===== config.mk =====
export PLATFORM = sky130hd
export DESIGN_NAME = tmr_wdt_top
export DESIGN_NICKNAME = d
export VERILOG_FILES = /design/src/rtl/tw_pkg.sv /design/src/rtl/tw_edge_sync.sv /design/src/rtl/tw_prescaler.sv /design/src/rtl/tw_wdt.sv /design/src/rtl/tmr_wdt_top.sv
export SDC_FILE = /design/constraint.sdc
export NUM_CORES = 1
export LEC_CHECK = 0
export BUFFER_PORTS_ARGS = -buffer_cell sky130_fd_sc_hd__buf_2
export CAP_MARGIN = 20
export CORE_ASPECT_RATIO = 0.7
export CORE_MARGIN = 1.5
export CORE_UTILIZATION = 40
export CTS_BUF_LIST = sky130_fd_sc_hd__clkbuf_4
export DETAILED_ROUTE_END_ITERATION = 10
export SLEW_MARGIN = 10
export SYNTH_ARGS = -nofsm -noshare
export SYNTH_HDL_FRONTEND = slang
export SYNTH_SLANG_ARGS = --single-unit

===== constraint.sdc =====
create_clock -name clk -period 0.88 [get_ports clk]
set_input_delay 0.132 -clock clk [delete_from_list [all_inputs] [get_ports clk]]
set_output_delay 0.132 -clock clk [all_outputs]
set_load 0.1 [all_outputs]

===== src/rtl/tw_pkg.sv =====
package tw_pkg;
  // Mode word, bit 5 down to bit 0
  typedef struct packed {
    logic       src_ext;    // 1: external pin, 0: instruction cycles
    logic       edge_fall;  // 1: falling transitions, 0: rising
    logic       ps_to_wdt;  // 1: prescaler on watchdog, 0: on timer
    logic [2:0] ps_sel;     // ratio select code
  } tw_mode_t;

  localparam tw_mode_t TW_MODE_RST = '{src_ext: 1'b1, edge_fall: 1'b1,
                                       ps_to_wdt: 1'b1, ps_sel: 3'b111};
endpackage


===== src/rtl/tw_edge_sync.sv =====
module tw_edge_sync (
  input  logic clk,
  input  logic rst_n,
  input  logic pin_in,
  input  logic fall_sel,
  output logic edge_evt
);
  logic [2:0] sh_q, sh_d;

  always_comb begin
    sh_d = {sh_q[1:0], pin_in};
  end

  always_ff @(posedge clk or negedge rst_n) begin
    if (!rst_n) sh_q <= 3'b000;
    else        sh_q <= sh_d;
  end

  // sh_q[1] is the synchronized level, sh_q[2] its previous value
  assign edge_evt = fall_sel ? (~sh_q[1] & sh_q[2]) : (sh_q[1] & ~sh_q[2]);
endmodule


===== src/rtl/tw_prescaler.sv =====
module tw_prescaler #(
  parameter int PS_W = 8
) (
  input  logic       clk,
  input  logic       rst_n,
  input  logic       adv,
  input  logic       clr,
  input  logic [2:0] sel,
  input  logic       wdt_side,
  output logic       fire
);
  localparam int AW = $clog2(PS_W + 1);

  logic [PS_W-1:0] cnt_q, cnt_d;
  logic [AW-1:0]   amt;
  logic [PS_W:0]   full;
  logic [PS_W-1:0] mask;

  always_comb begin
    amt  = AW'(sel) + AW'(!wdt_side);
    full = ({{PS_W{1'b0}}, 1'b1} << amt) - {{PS_W{1'b0}}, 1'b1};
    mask = full[PS_W-1:0];
    fire = adv && ((cnt_q & mask) == mask);
    if (clr)      cnt_d = '0;
    else if (adv) cnt_d = cnt_q + 1'b1;
    else          cnt_d = cnt_q;
  end

  always_ff @(posedge clk or negedge rst_n) begin
    if (!rst_n) cnt_q <= '0;
    else        cnt_q <= cnt_d;
  end
endmodule


===== src/rtl/tw_wdt.sv =====
module tw_wdt #(
  parameter int BASE = 16
) (
  input  logic clk,
  input  logic rst_n,
  input  logic en,
  input  logic evt,
  input  logic clr,
  output logic timeout
);
  localparam int CW = (BASE > 1) ? $clog2(BASE) : 1;
  localparam logic [CW-1:0] LAST = CW'(BASE - 1);

  logic [CW-1:0] cnt_q, cnt_d;
  logic          to_d;

  always_comb begin
    cnt_d = cnt_q;
    to_d  = 1'b0;
    if (clr || !en) begin
      cnt_d = '0;
    end else if (evt) begin
      if (cnt_q == LAST) begin
        cnt_d = '0;
        to_d  = 1'b1;
      end else begin
        cnt_d = cnt_q + 1'b1;
      end
    end
  end

  always_ff @(posedge clk or negedge rst_n) begin
    if (!rst_n) begin
      cnt_q   <= '0;
      timeout <= 1'b0;
    end else begin
      cnt_q   <= cnt_d;
      timeout <= to_d;
    end
  end
endmodule


===== src/rtl/tmr_wdt_top.sv =====
module tmr_wdt_top #(
  parameter int TW       = 8,
  parameter int PS_W     = 8,
  parameter int WDT_BASE = 16  // slow ticks per unprescaled period, >= 2
) (
  input  logic          clk,
  input  logic          rst_n,
  input  logic          cyc_tick,
  input  logic          ext_pin,
  input  logic          wdt_tick,
  input  logic          wdt_en,
  input  logic          wdt_clr,
  input  logic          sleep_req,
  input  logic          mode_we,
  input  logic [5:0]    mode_wdata,
  input  logic          tmr_we,
  input  logic [TW-1:0] tmr_wdata,
  output logic [TW-1:0] tmr_q,
  output logic          wdt_timeout
);
  import tw_pkg::*;

  logic [1:0] rst_sync;
  logic       rst_i_n;

  always_ff @(posedge clk or negedge rst_n) begin
    if (!rst_n) rst_sync <= 2'b00;
    else        rst_sync <= {rst_sync[0], 1'b1};
  end
  assign rst_i_n = rst_sync[1];

  tw_mode_t      mode_q, mode_d;
  logic [TW-1:0] tmr_d;
  logic          edge_evt, src_evt, wdt_raw, wd_kick;
  logic          ps_adv, ps_clr, ps_fire, tmr_inc, wdt_evt;

  tw_edge_sync u_sync (
    .clk(clk), .rst_n(rst_i_n), .pin_in(ext_pin),
    .fall_sel(mode_q.edge_fall), .edge_evt(edge_evt)
  );

  always_comb begin
    src_evt = mode_q.src_ext ? edge_evt : cyc_tick;
    wdt_raw = wdt_tick & wdt_en;
    wd_kick = wdt_clr | sleep_req;
    ps_adv  = mode_q.ps_to_wdt ? wdt_raw : src_evt;
    ps_clr  = mode_q.ps_to_wdt ? wd_kick : tmr_we;
  end

  tw_prescaler #(.PS_W(PS_W)) u_ps (
    .clk(clk), .rst_n(rst_i_n), .adv(ps_adv), .clr(ps_clr),
    .sel(mode_q.ps_sel), .wdt_side(mode_q.ps_to_wdt), .fire(ps_fire)
  );

  always_comb begin
    tmr_inc = mode_q.ps_to_wdt ? src_evt : ps_fire;
    wdt_evt = mode_q.ps_to_wdt ? ps_fire : wdt_raw;
  end

  tw_wdt #(.BASE(WDT_BASE)) u_wdt (
    .clk(clk), .rst_n(rst_i_n), .en(wdt_en), .evt(wdt_evt),
    .clr(wd_kick), .timeout(wdt_timeout)
  );

  always_comb begin
    mode_d = mode_we ? tw_mode_t'(mode_wdata) : mode_q;
    if (tmr_we)       tmr_d = tmr_wdata;
    else if (tmr_inc) tmr_d = tmr_q + 1'b1;
    else              tmr_d = tmr_q;
  end

  always_ff @(posedge clk or negedge rst_i_n) begin
    if (!rst_i_n) begin
      mode_q <= TW_MODE_RST;
      tmr_q  <= '0;
    end else begin
      mode_q <= mode_d;
      tmr_q  <= tmr_d;
    end
  end
endmodule


### Yosys cells after proc, flatten, opt, wreduce, memory -nomap -nowiden

Cells that the tools add are included.

| storage, ports and cells | value |
|---|---|
| bits in registers | 32 |
| output and inout bits | 9 |
| logic and storage cells | 48 |

| cells by class | value |
|---|---|
| add/subtract/negate cells | 5 |
| eq/ne operators | 2 |
| shift operators | 1 |
| multiplexer cells | 16 |
| bitwise logic cells | 7 |
| reduce and logical (&&, ||, !) cells | 7 |

Operators by type and width:

| cell | count |
|---|---|
| 2-to-1 mux 8 bit | 4 |
| adder 8 x 1 -> 8 bit (second input constant) | 2 |
| 2-to-1 mux 4 bit | 3 |
| 2-to-1 mux 1 bit | 9 |
| bitwise AND 8 bit | 1 |
| == test 8 bit | 1 |
| << shifter 1 x 4 -> 8 bit (first input constant) | 1 |
| subtractor 8 x 1 -> 8 bit (second input constant) | 1 |
| nonzero test 2 bit | 3 |
| adder 3 x 1 -> 4 bit | 1 |
| adder 4 x 1 -> 4 bit (second input constant) | 1 |
| == test 4 bit (second input constant) | 1 |
| bitwise AND 1 bit | 3 |
| zero test 1 bit | 2 |
| NOT 1 bit | 2 |
| logical AND 1 bit | 1 |
| logical OR 1 bit | 1 |
| OR 1 bit | 1 |

### Logic depth before layout (Yosys ltp)

Gate-level depths: netlist of run 1.

| logic depth | value |
|---|---|
| depth in word-level cells | 10 |
| mapped depth | 17 |
| mapped depth without buffers | 14 |

### By module

Synthesis of run 1 repeated with hierarchy kept, for this count alone.

| unflattened totals | value |
|---|---|
| cell total of the unflattened synthesis | 201 |
| area total of the unflattened synthesis | 2010.7 um^2 |

Modules (own cells, without submodules):

| module | instances | cells each | area each (um^2) | sequential area each (um^2) |
|---|---|---|---|---|
| tw_prescaler | 1 | 97 | 839.6 | 200.2 |
| tmr_wdt_top | 1 | 74 | 812.0 | 407.9 |
| tw_wdt | 1 | 24 | 261.5 | 125.1 |
| tw_edge_sync | 1 | 6 | 97.6 | 75.1 |

### Worst setup path after synthesis of run 1

No wires, ideal clock.

| timing | value |
|---|---|
| path type | reg-to-reg |
| start point | reg mode_q[3] (netlist name) |
| end point | reg tmr_q[4] |
| library setup time | 0.082 ns |
| data arrival time | 3.383 ns |
| path slack | -2.585 ns |
| stages on the path, launching flop included | 18 |
| clock period less this slack | 3.465 ns |
| cell sequence | dfstp_2 -> clkbuf_1 -> inv_1 -> ha_1 -> ha_1 -> buf_2 -> xor2_1 -> o22ai_1 -> nand2_1 -> ha_1 -> inv_1 -> a311oi_1 -> xnor2_1 -> o2111a_1 -> a31oi_1 -> buf_2 -> or3_1 -> a31oi_1 |

| between the ends | value |
|---|---|
| cells in the longest elaborated chain, start to end | 9 |
| elaborated cells on any way between the ends | 10 |
| those cells by class | add/sub: 2; eq/ne: 1; shift: 1; mux: 2; bitwise: 1; reduce/logical: 3 |

Ends and longest elaborated chain:

| item | RTL line | RTL |
|---|---|---|
| start, declared | tmr_wdt_top.sv:32 | `tw_mode_t mode_q, mode_d;` |
| start signal, assigned | tmr_wdt_top.sv:77 | `mode_q <= mode_d;` |
| zero test 1 bit | tw_prescaler.sv:20 | `amt = AW'(sel) + AW'(!wdt_side);` |
| adder 3 x 1 -> 4 bit | tw_prescaler.sv:20 |  |
| << shifter 1 x 4 -> 8 bit | tw_prescaler.sv:21 | `full = ({{PS_W{1'b0}}, 1'b1} << amt) - {{PS_W{1'b0}}, 1'b1};` |
| subtractor 8 x 1 -> 8 bit | tw_prescaler.sv:21 |  |
| bitwise AND 8 bit | tw_prescaler.sv:23 | `fire = adv && ((cnt_q & mask) == mask);` |
| == test 8 bit | tw_prescaler.sv:23 |  |
| logical AND 1 bit | tw_prescaler.sv:23 |  |
| 2-to-1 mux 1 bit (*) | tmr_wdt_top.sv:56 | `tmr_inc = mode_q.ps_to_wdt ? src_evt : ps_fire;` |
| nonzero test 2 bit (no line) (*) | - |  |
| end signal, assigned | tmr_wdt_top.sv:78 | `tmr_q <= tmr_d;` |
| end, declared | tmr_wdt_top.sv:18 | `output logic [TW-1:0] tmr_q,` |

Every way passes the cells marked *; elsewhere a longest branch is shown, timed or not.
A chain may end at the register's enable or synchronous reset.

### Worst setup path in the final report of run 1

| timing | value |
|---|---|
| start point | reg mode_q[3] (netlist name) |
| end point | reg u_wdt.cnt_q[3] |

| between the ends | value |
|---|---|
| cells in the longest elaborated chain, start to end | 9 |
| elaborated cells on any way between the ends | 10 |
| those cells by class | add/sub: 2; eq/ne: 1; shift: 1; mux: 2; bitwise: 1; reduce/logical: 3 |

Ends and longest elaborated chain:

| item | RTL line | RTL |
|---|---|---|
| zero test 1 bit | tw_prescaler.sv:20 |  |
| adder 3 x 1 -> 4 bit | tw_prescaler.sv:20 |  |
| << shifter 1 x 4 -> 8 bit | tw_prescaler.sv:21 |  |
| subtractor 8 x 1 -> 8 bit | tw_prescaler.sv:21 |  |
| bitwise AND 8 bit | tw_prescaler.sv:23 |  |
| == test 8 bit | tw_prescaler.sv:23 |  |
| logical AND 1 bit | tw_prescaler.sv:23 |  |
| 2-to-1 mux 1 bit (*) | tmr_wdt_top.sv:57 | `wdt_evt = mode_q.ps_to_wdt ? ps_fire : wdt_raw;` |
| nonzero test 2 bit (no line) (*) | - |  |
| end signal, assigned | tw_wdt.sv:37 | `cnt_q <= cnt_d;` |
| end, declared | tw_wdt.sv:14 | `logic [CW-1:0] cnt_q, cnt_d;` |

Marked as above.

==> results of run 1 <==
## power breakdown
group / switching (mW) / internal, mW / total [mW]
clock: 0.534 / 0.592 / 1.13
sequential: 0.0977 / 1.59 / 1.69
combinational: 1.42 / 1.40 / 2.83
## cells in the mapped netlist, drive strengths merged, types with 5 or more instances
library cell / count / area, sq um
a21oi: 7 / 35.0
a31oi: 11 / 68.8
buf: 6 / 41.3
dfrtp: 26 / 651
dfstp: 6 / 158
ha: 7 / 87.6
inv: 7 / 26.3
mux2: 5 / 56.3
nand2: 14 / 52.6
nand2b: 7 / 43.8
nand3: 9 / 45.0
nand4: 7 / 43.8
nor2: 23 / 86.3
o21ai: 15 / 75.1
o31ai: 5 / 42.5
or3: 6 / 37.5
xnor2: 5 / 62.6
xor2: 5 / 43.8
## worst max path at each step
stage          slack (ns)        endpoint  cells past startpoint
6_report            -2.25  u_wdt.cnt_q[3]                     15
5_1_grt             -2.37  u_wdt.cnt_q[3]                     15
4_1_cts             -2.17  u_wdt.cnt_q[3]                     15
3_5_place_dp        -2.20        tmr_q[0]                     15
3_3_place_gp        -2.12        tmr_q[4]                     12
2_1_floorplan       -2.24        tmr_q[5]                     16
## routing by layer
layer  wire length, microns  vias to the layer above  GRT usage (%)
li1                       -                     1041              -
met1                   2940                     1018           34.7
met2                   2680                       42           32.3
met3                    235                        6           4.52
met4                     62                        0           5.36
met5                      0                        -              0
## worst max-delay path: cells and delay by family, from the launching register on
family                     cells  cell delay, ns
AOI/OAI and AO/OA              5            0.90
xor gates and xnor gates       2            0.40
and+or+nand+nor                2            0.51
adders and majority gates      3            0.45
DFF                            1            0.58
buffers and inverters          3            0.20
## sequential cells by signal (all words and copies together) (netlist names)
signal / count
mode_q: 6
rst_sync: 2
tmr_q: 8
u_ps.cnt_q: 8
u_sync.sh_q: 3
u_wdt.cnt_q: 4
u_wdt.timeout: 1
## metrics by stage
stage | power [mW] | setup WS (ns) | utilization (%) | setup TNS (ns)
global route | 5.92 | -2.37 | 72.8 | -40.37
detailed placement | 3.88 | -2.20 | 61.8 | -35.33
floorplan | 2.96 | -2.24 | - | -34.56
finish | 5.64 | -2.25 | 72.8 | -37.57
global placement | 3.84 | -2.12 | 61.8 | -34.50
CTS | 5.41 | -2.17 | 69.8 | -36.54
## logic make-up after synthesis
family                     after synthesis  synth area share, %
other                                    1                0.186
AOI/OAI and AO/OA                       55                 18.3
muxes                                    7                 4.42
xor gates and xnor gates                10                 5.29
DFF                                     32                 40.2
adders and majority gates                7                 4.35
and+or+nand+nor                         89                 23.2
buffers and inverters                   17                 4.10
## layout make-up
type	instances	area, sq um
Inverter	7	31.3
Sequential cell	32	821
Tap cell	69	86.3
Clock buffer	5	37.5
Multi-Input combinational cell	169	1410
Timing Repair Buffer	120	1070
Clock inverter	3	42.5
Fill cell	339	1310
## timing repair
action                     4_1_cts  5_1_grt
resized for setup               40       16
hold endpoints to repair         4        1
buffers inserted                15        7
hold buffers                     3        1
setup endpoints to repair       32       32
pin swaps                       24       17
==> impl_results.html, run 1 <==
<table>
<tr><th>Metric</th><th>Value</th></tr>
<tr><th colspan="2">Status</th></tr>
<tr><td>Result of the run</td><td>finished, violations left</td></tr>
<tr><td>Violated checks</td><td>setup timing</td></tr>
<tr><th colspan="2">Global route</th></tr>
<tr><td>Vias in the first global route</td><td>2004</td></tr>
<tr><td>First-pass GRT wire length</td><td>just under 10000 microns</td></tr>
<tr><td>Maximum number of pins on one net before global-route repair</td><td>31</td></tr>
<tr><td>Number of antenna violations at the first check in global routing</td><td>0</td></tr>
<tr><td>Residual overflow from global routing</td><td>0</td></tr>
<tr><td>GRT Util Overall</td><td>22.6%</td></tr>
<tr><th colspan="2">Worst setup path</th></tr>
<tr><td>Crit. Startpoint</td><td>mode_q[3]</td></tr>
<tr><td>Worst setup path class</td><td>register to register</td></tr>
<tr><td>Crit path top cell by count</td><td>ha_4</td></tr>
<tr><td>Kind of capture point of the worst setup path</td><td>register</td></tr>
<tr><td>Worst flop-to-flop path endpoint</td><td>u_wdt.cnt_q[3]</td></tr>
<tr><td>Cell depth of the worst flop-to-flop path</td><td>15</td></tr>
<tr><td>Required time worst endpoint</td><td>~1.1 ns</td></tr>
<tr><td>Startpoint Class</td><td>register</td></tr>
<tr><td>Critical-path top delay cell</td><td>dfstp_2</td></tr>
<tr><td>Worst R2R Start</td><td>mode_q[3]</td></tr>
<tr><td>Crit path DAT</td><td>roughly 3.4 ns</td></tr>
<tr><td>Series of cell instances along the critical path</td><td>inv_6, ha_4, ha_4, xor2_2, o22ai_4, nand2_2, ha_4, inv_2, a311oi_2, xnor2_1, o2111a_2, buf_4, a31oi_2, or4_1, a31oi_1</td></tr>
<tr><td>Register-to-register setup slack</td><td>-2.25 ns</td></tr>
<tr><td>Peak fanout along the critical path</td><td>5</td></tr>
<tr><td>Delay contributed by the slowest stage of the critical path</td><td>slightly below 0.6 ns</td></tr>
<tr><th colspan="2">Route</th></tr>
<tr><td>Final wirelength</td><td>between 5000 and 6000 microns</td></tr>
<tr><td># DRC</td><td>0</td></tr>
<tr><td>Number of detailed-routing iterations run before antenna repair</td><td>4</td></tr>
<tr><td>Via-per-instance ratio</td><td>5.20</td></tr>
<tr><td>Via Count</td><td>2107</td></tr>
<tr><td>Starting DRC count in detailed routing</td><td>about 150</td></tr>
<tr><td>Post-DRT Antenna Nets</td><td>0</td></tr>
<tr><td>Wire per inst</td><td>~15 microns</td></tr>
<tr><th colspan="2">Layout</th></tr>
<tr><td>Synthesis-to-finish area growth</td><td>74.1%</td></tr>
<tr><td>Most common cell after layout, fill and taps aside</td><td>buf_4</td></tr>
<tr><td>Final design instance area without fill</td><td>about 0.0035 sq mm</td></tr>
<tr><td>Most used cells in the layout excluding fill and tap cells</td><td>buf_4, buf_2, nor2_1, buf_6, dfrtp_1</td></tr>
<tr><td>Count of antenna diodes in the layout</td><td>0</td></tr>
<tr><td>Net total in the final layout</td><td>about 370</td></tr>
<tr><td>Post-route non-filler standard cell count</td><td>405</td></tr>
<tr><td>Fraction of layout cells with a size suffix above 1</td><td>between 50% and 60%</td></tr>
<tr><th colspan="2">Yosys</th></tr>
<tr><td>Fraction of the yosys area taken by sequential cells</td><td>between 40% and 50%</td></tr>
<tr><td>Top flip-flop cell by instance count after synthesis</td><td>dfrtp_1</td></tr>
<tr><td>Syn Nets</td><td>249</td></tr>
<tr><td>Fraction of registers with async set or reset after synthesis</td><td>100%</td></tr>
<tr><td>Yosys warnings</td><td>0</td></tr>
<tr><td>Syn Std Cell Area</td><td>0.00201 sq mm</td></tr>
<tr><td>Post-synthesis area per instance</td><td>between 9 and 10 sq um</td></tr>
<tr><td>Number of enable flip-flop cells after synthesis</td><td>0</td></tr>
<tr><td>Number of different library cells in the post-synthesis netlist</td><td>between 50 and 60</td></tr>
<tr><td>Seq cells post-synth</td><td>32</td></tr>
<tr><td>Gate count after technology mapping</td><td>218</td></tr>
<tr><th colspan="2">CTS</th></tr>
<tr><td>CTS tree</td><td>done</td></tr>
<tr><td>Total clock buffers created by CTS</td><td>5</td></tr>
<tr><td>Clock Latency Late Sink</td><td>roughly 0.34 ns</td></tr>
<tr><td>Sink Count</td><td>32</td></tr>
<tr><td>Maximum buffer depth of the clock tree</td><td>2</td></tr>
<tr><td>Cell at the root of the clock tree</td><td>clkbuf_4</td></tr>
<tr><td>Number of H-tree levels</td><td>2</td></tr>
<tr><td>CTS clk-pin slew, worst paths</td><td>about 0.11 ns</td></tr>
<tr><th colspan="2">Run</th></tr>
<tr><td>Max-capacitance violation count</td><td>0</td></tr>
<tr><th colspan="2">Power and ir drop</th></tr>
<tr><td>Leakage power total</td><td>between 1 and 1.5 nW</td></tr>
<tr><td>Worst voltage drop across the vdd grid</td><td>roughly 1.2 mV</td></tr>
<tr><td>Power density relative to cell area</td><td>roughly 1600 mW/mm^2</td></tr>
<tr><th colspan="2">Floorplan</th></tr>
<tr><td>Core Area</td><td>approximately 0.0048 sq mm</td></tr>
<tr><td>Chip Height</td><td>just over 60 microns</td></tr>
<tr><td>Die ar.</td><td>between 0.005 and 0.006 sq mm</td></tr>
<tr><td>Initial Utilization</td><td>a little over two fifths</td></tr>
<tr><td>Number of placed I/O pins</td><td>33</td></tr>
<tr><td>X dimension of the die</td><td>roughly 88 microns</td></tr>
<tr><td>Number of cell rows</td><td>21</td></tr>
<tr><th colspan="2">Timing</th></tr>
<tr><td>Minimum hold slack</td><td>0.0203 ns</td></tr>
<tr><td>Period minus WS final</td><td>~3.1 ns</td></tr>
<tr><td>Worst Slack Setup Final</td><td>-2.25 ns</td></tr>
<tr><td>Final hold violation count</td><td>0</td></tr>
<tr><td>Fraction of the cycle the final worst path needs</td><td>356%</td></tr>
<tr><td>Worst max-slew margin expressed relative to the limit</td><td>49.3%</td></tr>
<tr><td>Transition at the pin with the smallest max-transition slack</td><td>0.759 ns</td></tr>
<tr><td>Count of final setup violators</td><td>32</td></tr>
<tr><td>Unrepaired setup endpoints after global routing</td><td>true</td></tr>
<tr><td>Maximum clock frequency</td><td>between 300 and 400 MHz</td></tr>
<tr><td>Layout Skew</td><td>0.00583 ns</td></tr>
<tr><td>Final count of pins violating max slew</td><td>0</td></tr>
<tr><th colspan="2">Min path</th></tr>
<tr><td>Startpoint of the tightest hold check path</td><td>mode_wdata[4]</td></tr>
<tr><td>Sink of the worst hold path</td><td>mode_q[4]</td></tr>
<tr><td>Worst hold path class</td><td>input pin to register</td></tr>
<tr><td>Hold path cells</td><td>2</td></tr>
<tr><th colspan="2">Placed design</th></tr>
<tr><td>Port Buffer Count</td><td>32</td></tr>
<tr><td>Post-placement cell area</td><td>0.00297 sq mm</td></tr>
<tr><td>RePlAce Congestion</td><td>0.888</td></tr>
<tr><td>Final HPWL from detailed placement</td><td>about 4200 microns</td></tr>
<tr><td>Total instance count after detailed placement</td><td>about 370</td></tr>
</table>
(Power assumes the default switching activity.)
==> run 2: changes to the inputs <==
==> constraint.sdc (replaced) <==
create_clock -name clk -period 2.8 [get_ports clk]
set_input_delay 0.42 -clock clk [delete_from_list [all_inputs] [get_ports clk]]
set_output_delay 0.42 -clock clk [all_outputs]
set_load 0.1 [all_outputs]
==> run 2 against run 1 <==
Net effect:
- the run still ends with setup timing left
- register-to-register slack gained 1.9 ns
- critical path depth grew 1
- global-route usage shrank 3.2 points
- sequential share of layout area grew 5.0 points
- critical endpoint is now tmr_q[0]
- largest cell class unchanged
- highest routed layer unchanged
==> impl_results.html, run 2 (same netlist as run 1, synthesis figures left out) <==
<table>
<tr><th>Metric</th><th>Value</th></tr>
<tr><th colspan="2">Floorplan</th></tr>
<tr><td>Chip Height</td><td>62.3 microns (unchanged)</td></tr>
<tr><td>Core Area</td><td>0.00481 sq mm (unchanged)</td></tr>
<tr><td>Initial Utilization</td><td>41.8% (unchanged)</td></tr>
<tr><td>Number of cell rows</td><td>21 (unchanged)</td></tr>
<tr><td>Die ar.</td><td>0.00547 sq mm (unchanged)</td></tr>
<tr><td>X dimension of the die</td><td>87.8 microns (unchanged)</td></tr>
<tr><td>Number of placed I/O pins</td><td>33 (unchanged)</td></tr>
<tr><th colspan="2">Power and ir drop</th></tr>
<tr><td>Net Switching</td><td>0.570 mW (-72%)</td></tr>
<tr><td>Part of the total power dissipated in sequential elements</td><td>34.9% (+5.0 points)</td></tr>
<tr><td>Clock power share</td><td>22.4% (+2.4 points)</td></tr>
<tr><td>Share of total power consumed by net switching</td><td>37.1% (+0.73 points)</td></tr>
<tr><td>Worst voltage drop across the vdd grid</td><td>0.239 mV (-81%)</td></tr>
<tr><td>Total power consumption of the routed design</td><td>1.53 mW (-73%)</td></tr>
<tr><td>Design internal power</td><td>0.965 mW (-73%)</td></tr>
<tr><td>Leakage power total</td><td>1.18 nW (-21%)</td></tr>
<tr><td>Combinational cell fraction of total power</td><td>42.8% (-7.3 points)</td></tr>
<tr><td>Power density relative to cell area</td><td>539 mW/mm^2 (-67%)</td></tr>
<tr><th colspan="2">Layout</th></tr>
<tr><td>Synthesis-to-finish area growth</td><td>41.4%</td></tr>
<tr><td>Fraction of layout cells with a size suffix above 1</td><td>43.2% (-13 points)</td></tr>
<tr><td>Final-layout fill cell count</td><td>444 (+31%)</td></tr>
<tr><td>Count of antenna diodes in the layout</td><td>0 (unchanged)</td></tr>
<tr><td>Most common cell after layout, fill and taps aside</td><td>buf_4</td></tr>
<tr><td>Largest registers</td><td>tmr_q x8, u_ps.cnt_q x8, mode_q x6</td></tr>
<tr><td>Net total in the final layout</td><td>322 (-12%)</td></tr>
<tr><td>Most used cells in the layout excluding fill and tap cells</td><td>buf_4, buf_2, dfrtp_1, nor2_1, nand2_1</td></tr>
<tr><th colspan="2">Min path</th></tr>
<tr><td>Sink of the worst hold path</td><td>u_sync.sh_q[0]</td></tr>
<tr><td>Startpoint of the tightest hold check path</td><td>ext_pin</td></tr>
<tr><td>Worst hold path class</td><td>input pin to register</td></tr>
<tr><td>Hold path cells</td><td>1 (-1)</td></tr>
<tr><th colspan="2">CTS</th></tr>
<tr><td>Clock Latency Late Sink</td><td>0.34 ns (about the same)</td></tr>
<tr><td>Number of H-tree levels</td><td>2 (unchanged)</td></tr>
<tr><td>CTS tree</td><td>done</td></tr>
<tr><td>Sink Count</td><td>32 (unchanged)</td></tr>
<tr><td>Cell at the root of the clock tree</td><td>clkbuf_4</td></tr>
<tr><td>Total clock buffers created by CTS</td><td>5 (unchanged)</td></tr>
<tr><td>CTS clk-pin slew, worst paths</td><td>0.10 ns (about the same)</td></tr>
<tr><td>Maximum buffer depth of the clock tree</td><td>2 (unchanged)</td></tr>
<tr><th colspan="2">Worst setup path</th></tr>
<tr><td>Worst flop-to-flop path endpoint</td><td>tmr_q[0]</td></tr>
<tr><td>Largest delay contributor family on the critical path</td><td>compound AO/OA/AOI/OAI gates</td></tr>
<tr><td>Critical-path top delay cell</td><td>dfstp_2</td></tr>
<tr><td>Register-to-register setup slack</td><td>-0.34 ns (+1.91 ns)</td></tr>
<tr><td>Peak fanout along the critical path</td><td>5 (unchanged)</td></tr>
<tr><td>Crit path DAT</td><td>3.42 ns (+0.03 ns)</td></tr>
<tr><td>Cell depth of the worst flop-to-flop path</td><td>16 (+1)</td></tr>
<tr><td>Required time worst endpoint</td><td>3.08 ns (+1.94 ns)</td></tr>
<tr><td>Buf+Inv Stages, Crit Path</td><td>4 (+1)</td></tr>
<tr><td>Crit. Startpoint</td><td>mode_q[3]</td></tr>
<tr><td>Startpoint Class</td><td>register</td></tr>
<tr><td>Kind of capture point of the worst setup path</td><td>register</td></tr>
<tr><td>Worst R2R Start</td><td>mode_q[3]</td></tr>
<tr><td>Delay contributed by the slowest stage of the critical path</td><td>0.58 ns (about the same)</td></tr>
<tr><td>Crit path top cell by count</td><td>ha_4</td></tr>
<tr><td>Worst setup path class</td><td>register to register</td></tr>
<tr><td>Series of cell instances along the critical path</td><td>inv_6, ha_4, ha_4, or2_4, o22ai_4, nand2_2, ha_4, inv_2, a311oi_2, xnor2_1, o2111a_2, a31oi_4, buf_6, buf_4, or3_1, a31oi_1</td></tr>
<tr><th colspan="2">Global route</th></tr>
<tr><td>Vias in the first global route</td><td>1686 (-16%)</td></tr>
<tr><td>Met1 usage in global routing</td><td>30.1% (-4.6 points)</td></tr>
<tr><td>GRT Util Overall</td><td>19.4% (-3.2 points)</td></tr>
<tr><td>Global-route met2 utilization</td><td>25.6% (-6.8 points)</td></tr>
<tr><td>Met3 global-route usage</td><td>4.92% (+0.40 points)</td></tr>
<tr><td>Residual overflow from global routing</td><td>0 (unchanged)</td></tr>
<tr><td>First-pass GRT wire length</td><td>8060 microns (-16%)</td></tr>
<tr><td>Maximum number of pins on one net before global-route repair</td><td>20 (-35%)</td></tr>
<tr><td>Busiest layer in global routing</td><td>met1</td></tr>
<tr><td>Number of antenna violations at the first check in global routing</td><td>0 (unchanged)</td></tr>
<tr><th colspan="2">Timing</th></tr>
<tr><td>Unrepaired setup endpoints after global routing</td><td>true</td></tr>
<tr><td>Maximum clock frequency</td><td>318 MHz (-0.39%)</td></tr>
<tr><td>Worst Slack Setup Final</td><td>-0.345 ns (+1.91 ns)</td></tr>
<tr><td>Worst max-slew margin expressed relative to the limit</td><td>54.3% (+5.0 points)</td></tr>
<tr><td>Final count of pins violating max slew</td><td>0 (unchanged)</td></tr>
<tr><td>Transition at the pin with the smallest max-transition slack</td><td>0.686 ns (-0.0731 ns)</td></tr>
<tr><td>Layout Skew</td><td>0.00691 ns (+0.00107 ns)</td></tr>
<tr><td>Fraction of the cycle the final worst path needs</td><td>112% (-240 points)</td></tr>
<tr><td>Period minus WS final</td><td>3.14 ns (+0.0123 ns)</td></tr>
<tr><td>Final hold violation count</td><td>0 (unchanged)</td></tr>
<tr><td>Count of final setup violators</td><td>13 (-59%)</td></tr>
<tr><td>Setup TNS</td><td>-3.10 ns (+34.47 ns)</td></tr>
<tr><th colspan="2">Route</th></tr>
<tr><td>Final wirelength</td><td>5030 microns (-15%)</td></tr>
<tr><td>Post-DRT Antenna Nets</td><td>0 (unchanged)</td></tr>
<tr><td>Number of detailed-routing iterations run before antenna repair</td><td>4 (unchanged)</td></tr>
<tr><td>Via Count</td><td>1861 (-12%)</td></tr>
<tr><td>Wire per inst</td><td>13.9 microns (-4.7%)</td></tr>
<tr><td># DRC</td><td>0 (unchanged)</td></tr>
<tr><td>Via-per-instance ratio</td><td>5.16 (-0.91%)</td></tr>
<tr><td>Starting DRC count in detailed routing</td><td>94 (-38%)</td></tr>
<tr><th colspan="2">Placed design</th></tr>
<tr><td>RePlAce Congestion</td><td>0.811 (-8.7%)</td></tr>
<tr><td>Port Buffer Count</td><td>32 (unchanged)</td></tr>
<tr><td>Final HPWL from detailed placement</td><td>3780 microns (-9.1%)</td></tr>
<tr><th colspan="2">Status</th></tr>
<tr><td>Violated checks</td><td>setup timing</td></tr>
<tr><td>Result of the run</td><td>finished, violations left</td></tr>
<tr><th colspan="2">Run</th></tr>
<tr><td>Max-capacitance violation count</td><td>0 (unchanged)</td></tr>
</table>
-- run 2: cell types whose count changed in the layout (fill, tap and decap cells not counted), sizes merged --
cell,delta
buf,-41
clkinvlp,-1
clkinv,+1
dlygate4sd3,-3
-- run 2: per-stage QoR --
stage,instances,utilization (%),setup WS [ns],area [sq um],hold slack (ns)
global route,361,59.2,-0.503,2850,0.151
global placement,343,53.3,-0.269,2560,0.206
CTS,357,56.7,-0.302,2730,0.158
floorplan,218,-,-0.318,2140,0.124
detailed placement,344,53.8,-0.353,2590,0.190
finish,361,59.2,-0.345,2850,0.170
-- run 2: power by group through the flow --
stage | clock (mW) | sequential (mW) | combinational (mW)
after floorplan | 0 | 0.633 | 0.293
after global placement | 0 | 0.547 | 0.549
after detailed placement | 0 | 0.542 | 0.564
after CTS | 0.354 | 0.534 | 0.590
after global routing | 0.381 | 0.543 | 0.705
final | 0.343 | 0.535 | 0.657
-- run 2: worst max path at each step --
stage,endpoint,slack [ns],depth (start not counted)
floorplan,tmr_q[5],-0.32,16
global placement,tmr_q[0],-0.27,16
detailed placement,tmr_q[0],-0.35,16
CTS,tmr_q[0],-0.30,16
global route,tmr_q[0],-0.50,16
finish,tmr_q[0],-0.34,16
-- run 2: repair_timing --
action,in CTS,in global routing
pin swaps,15,18
cloned,0,1
setup endpoints to repair,13,13
hold buffers,1,0
buffers inserted,4,4
resized for setup,5,17
endpoints found under the hold margin,2,0
-- run 2: layout make-up --
cell class | instances | area (sq um) | area share, %
Inverter | 7 | 31.3 | 1.10
Sequential cell | 32 | 808 | 28.4
Clock buffer | 5 | 37.5 | 1.32
Clock inverter | 3 | 37.5 | 1.32
Timing Repair Buffer | 76 | 522 | 18.3
Tap cell | 69 | 86.3 | 3.03
Multi-Input combinational cell | 169 | 1320 | 46.5
-- run 2: routing by layer --
layer	part of all wire, %	up-vias	wire [microns]
li1	-	961	-
met1	53	860	2670
met2	42	32	2130
met3	3.4	8	173
met4	1.2	0	61
met5	0	-	0
